===== config.mk =====
export PLATFORM = sky130hd
export DESIGN_NAME = i2s_host_xcvr
export DESIGN_NICKNAME = d
export VERILOG_FILES = /design/src/rtl/i2s_host_xcvr.sv
export SDC_FILE = /design/constraint.sdc
export NUM_CORES = 1
export LEC_CHECK = 0
export ABC_AREA = 1
export BUFFER_PORTS_ARGS = -buffer_cell sky130_fd_sc_hd__buf_2
export CAP_MARGIN = 20
export CORE_ASPECT_RATIO = 0.8
export CORE_MARGIN = 2
export CORE_UTILIZATION = 61
export CTS_CLUSTER_DIAMETER = 100
export CTS_CLUSTER_SIZE = 40
export DETAILED_ROUTE_END_ITERATION = 8
export PLACE_DENSITY = 0.89
export SYNTH_ARGS = -nofsm -noshare
export SYNTH_HDL_FRONTEND = slang
export SYNTH_SLANG_ARGS = --single-unit

===== constraint.sdc =====
create_clock -name mclk -period 3 [get_ports mclk]
set_clock_uncertainty 0.05 [all_clocks]
set_input_delay 0.9 -clock mclk [delete_from_list [all_inputs] [get_ports mclk]]
set_output_delay 0.9 -clock mclk [all_outputs]
set_load 0.01 [all_outputs]

===== src/rtl/i2s_host_xcvr.sv =====
module i2s_host_xcvr #(
  parameter int DATA_W    = 24,
  parameter int DIV_LOG2  = 3,
  parameter int SLOT_LOG2 = 5
) (
  input  logic              mclk,
  input  logic              rst,
  input  logic [DATA_W-1:0] tx_left,
  input  logic [DATA_W-1:0] tx_right,
  input  logic              tx_load,
  input  logic              loopback,
  input  logic              sd_in,
  output logic              sclk,
  output logic              ws,
  output logic              sd_out,
  output logic [DATA_W-1:0] rx_left,
  output logic [DATA_W-1:0] rx_right,
  output logic              rx_valid
);
  localparam int CW = DIV_LOG2 + SLOT_LOG2 + 1;
  localparam logic [DIV_LOG2-1:0]  RISE_PH  = DIV_LOG2'((1 << (DIV_LOG2 - 1)) - 1);
  localparam logic [SLOT_LOG2-1:0] LAST_BIT = SLOT_LOG2'(DATA_W);

  logic [CW-1:0]     cnt;
  logic [DATA_W-1:0] act_l, act_r, pend_l, pend_r, rx_sh, rx_lh;

  wire [SLOT_LOG2-1:0] slot      = cnt[CW-2:DIV_LOG2];
  wire                 in_data   = (slot != '0) && (slot <= LAST_BIT);
  wire                 half_end  = &cnt[CW-2:0];
  wire                 frame_end = &cnt;
  wire                 rise      = cnt[DIV_LOG2-1:0] == RISE_PH;

  assign sclk = cnt[DIV_LOG2-1];
  assign ws   = cnt[CW-1];

  wire [DATA_W-1:0]    tx_word = ws ? act_r : act_l;
  wire [SLOT_LOG2-1:0] bidx    = LAST_BIT - slot;
  assign sd_out = in_data & tx_word[bidx];

  always_ff @(posedge mclk) begin
    if (rst) begin
      cnt      <= '0;
      act_l    <= '0;
      act_r    <= '0;
      pend_l   <= '0;
      pend_r   <= '0;
      rx_sh    <= '0;
      rx_lh    <= '0;
      rx_left  <= '0;
      rx_right <= '0;
      rx_valid <= 1'b0;
    end else begin
      cnt      <= cnt + 1'b1;
      rx_valid <= frame_end;
      if (tx_load) begin
        pend_l <= tx_left;
        pend_r <= tx_right;
      end
      if (rise && in_data)
        rx_sh <= {rx_sh[DATA_W-2:0], sd_in};
      if (half_end && !ws)
        rx_lh <= rx_sh;
      if (frame_end) begin
        rx_left  <= rx_lh;
        rx_right <= rx_sh;
        act_l    <= loopback ? rx_lh : pend_l;
        act_r    <= loopback ? rx_sh : pend_r;
      end
    end
  end
endmodule


==> impl_metrics.tcl <==
set metrics [dict create \
    die_h_microns 106 \
    multiInputGateArea_sq_mm 0.00326 \
    viasPerCell 5.65 \
    wirelength_mm 19.1 \
    cts_hold_buf 0 \
    n_fill_cell 1070 \
    rsz0062_at_grt "yes" \
    dp.cells 1232 \
    cts_buffers 9 \
    worstPathArrival_ns 2.02 \
    dr.pass1.iters 6 \
    async_flop_share 0 \
    yosysTopAreaCell "dfxtp_1" \
    cts.path.max_buffers 3 \
    fmax_mhz 336 \
    syn_nets 1077 \
    die_x_microns 131 \
    outcome "finished, final reports clean" \
    worst_pin_slew_ns 0.488 \
    hold_viol 0 \
    finalSetupViolations 0 \
    clkTransAtPathRegs_ns 0.14 \
    dieArea_sq_mm 0.0138 \
    start_util 0.617 \
    yosysSeqAreaShare 0.515 \
    synth_area_sq_mm 0.00786 \
    port-buffer-count 104 \
    grt_pass1_vias 6308 \
    synthTopCellsByCount "202 x dfxtp_1, 188 x nor2_1, 176 x o21ai_0" \
    fin_crit_sh 0.991 \
    maxCapViolations 0 \
    period_minus_slack_ns 2.97 \
    holdCritPathClass "flip-flop to flip-flop" \
    clk_latency_ns 0.47 \
    synth.most_common_cell "dfxtp_1" \
    num_vias 7037 \
    grt_pass1_wl_mm 30.6 \
    synth-seq-cells 202 \
    drtAntennaViolNets 0 \
    whs_ns 0.426 \
    root_buffer "clkbuf_16" \
    yosys_warnings 0 \
    ys_top_cells_by_area "dfxtp_1 51%, o21ai_0 11%, a21oi_1 9.7%, nor2_1 9.0%, nand2_1 4.0%" \
    criticalPathCategory "flip-flop to output pin" \
    grt_overflow 0 \
    drv_slew 0 \
    numClockSinks 202 \
    layout.cells.non_filler 1245 \
    required_ns 2.05 \
    drive_above_1_share 0.147 \
    relSlewSlack 0.675 \
    syn_avg_cell_area_sq_um 7.72 \
    p_per_area_mw_per_mm2 499 \
    place.gp.congestion 0.934 \
    io_pins 105 \
    num_rows 37 \
    leakage_nw 3.74 \
    wl_per_cell_microns 15.4 \
    synthToLayoutAreaGrowth_pct 11.1 \
    synth_cell_types 26 \
    startpoint_type "flip-flop" \
    worstPathMaxFanout 6 \
    nNetsFinal 1130 \
    hpwl_mm 12.7 \
    grt_max_degree 123 \
    drc_errors 0 \
    ff_latch_area_sq_mm 0.00405 \
    antenna_found_initial 0 \
    vdd_ir_drop_max_uv 466 \
    endpoint_kind "output pin" \
    syn_inst 1018 \
    core_sq_mm 0.0127 \
    drt-initial-drc-count 659 \
    cts-htree-levels 1 \
    cts_tree "built" \
    synth_top_area_frac 0.515 \
    n_antenna_cell 0 \
    grt_usage 0.272 \
    synth_edf_count 0 \
    yosys_most_used_dff "dfxtp_1" \
]
## state kept, by name (all words and copies together), names as in the netlist
name	flops
act_l	24
act_r	24
pend_l	24
pend_r	24
rx_left	24
rx_lh	24
rx_right	24
rx_sh	24
cnt	9
rx_valid	1
## cell families (layout without fill, tap and decap cells)
| group | after synthesis | in the layout | synth area share |
|---|---|---|---|
| fa+ha+maj | 6 | 6 | 0.00955 |
| xor+xnor | 2 | 2 | 0.00223 |
| simple gates | 304 | 304 | 0.152 |
| buf+inv | 141 | 193 | 0.0796 |
| compound gates | 363 | 363 | 0.242 |
| flops | 202 | 202 | 0.515 |
## what timing repair did
action,in CTS,in global routing
gates resized for setup,6,21
endpoints found under the setup margin,1,1
hold endpoints to repair,0,0
buffers inserted,3,0
pin swaps,2,8
## where the power goes
group	internal, W	switching [W]	total (W)
clock	0.000566	0.000826	0.00139
sequential	0.00273	0.0000260	0.00276
combinational	0.0000751	0.000138	0.000214
total	0.00337	0.000991	0.00436
## critical path, cell delays in order (launching register included)
cell        delay (ns)
dfxtp_2           0.38
inv_4             0.05
ha_4              0.28
clkinvlp_4        0.14
o211ai_1          0.11
nand3_1           0.10
nand2_1           0.10
nand2_2           0.07
a21oi_4           0.19
buf_6             0.12
## per-layer routing
layer	GRT usage	routed length, microns
met1	0.382	8510
met2	0.437	8980
met3	0.0325	945
met4	0.0881	690
met5	0	0
## area by class of cell
cell class                 count  area share
sequential                   202       0.464
multi-input combinational    675       0.373
timing repair buffer         122      0.0814
inverter                      61      0.0277
clock buffer                   9      0.0258
tap                          175      0.0251
clock inverter                 1     0.00344
## final timing paths
path                      startpoint                        end  slack, ns  depth (start not counted)
min reg2reg  pend_r[23]$_SDFFE_PP0P_     act_r[23]$_SDFFE_PP0P_       0.43                          2
max reg2reg        cnt[3]$_SDFF_PP0_  rx_right[23]$_SDFFE_PP0P_       0.61                          9
min          pend_r[23]$_SDFFE_PP0P_     act_r[23]$_SDFFE_PP0P_       0.43                          2
max                cnt[4]$_SDFF_PP0_                     sd_out       0.03                          9
## metrics by stage
step	setup TNS, ns	worst slack [ns]	power [W]	utilization	cell area (sq um)
2_1_floorplan	0	0.674	0.00295	-	7860
3_3_place_gp	0	0.382	0.00302	0.657	8360
3_5_place_dp	0	0.325	0.00302	0.657	8360
4_1_cts	0	0.0185	0.00437	0.680	8650
5_1_grt	-0.0772	-0.0772	0.00450	0.686	8730
6_report	0	0.0272	0.00436	0.686	8730
## cells in the final DEF, fill, tap and decap left out
master / n
a21oi_1: 153
a21oi_4: 1
a221oi_1: 20
buf_12: 3
buf_2: 103
buf_4: 12
buf_6: 4
clkbuf_16: 9
clkinv_16: 1
clkinv_2: 1
clkinvlp_4: 1
dfxtp_1: 199
dfxtp_2: 2
dfxtp_4: 1
ha_1: 4
ha_2: 1
ha_4: 1
inv_1: 52
inv_2: 4
inv_4: 3
nand2_1: 81
nand2_2: 2
nand3_1: 25
nand3_2: 3
nand4_1: 1
nor2_1: 186
nor2_2: 1
nor2_4: 2
nor3_1: 2
nor4_1: 1
o211ai_1: 4
o21ai_0: 176
o21ai_1: 9
xor2_2: 2
Note: power is estimated with default switching activity, not from simulation.
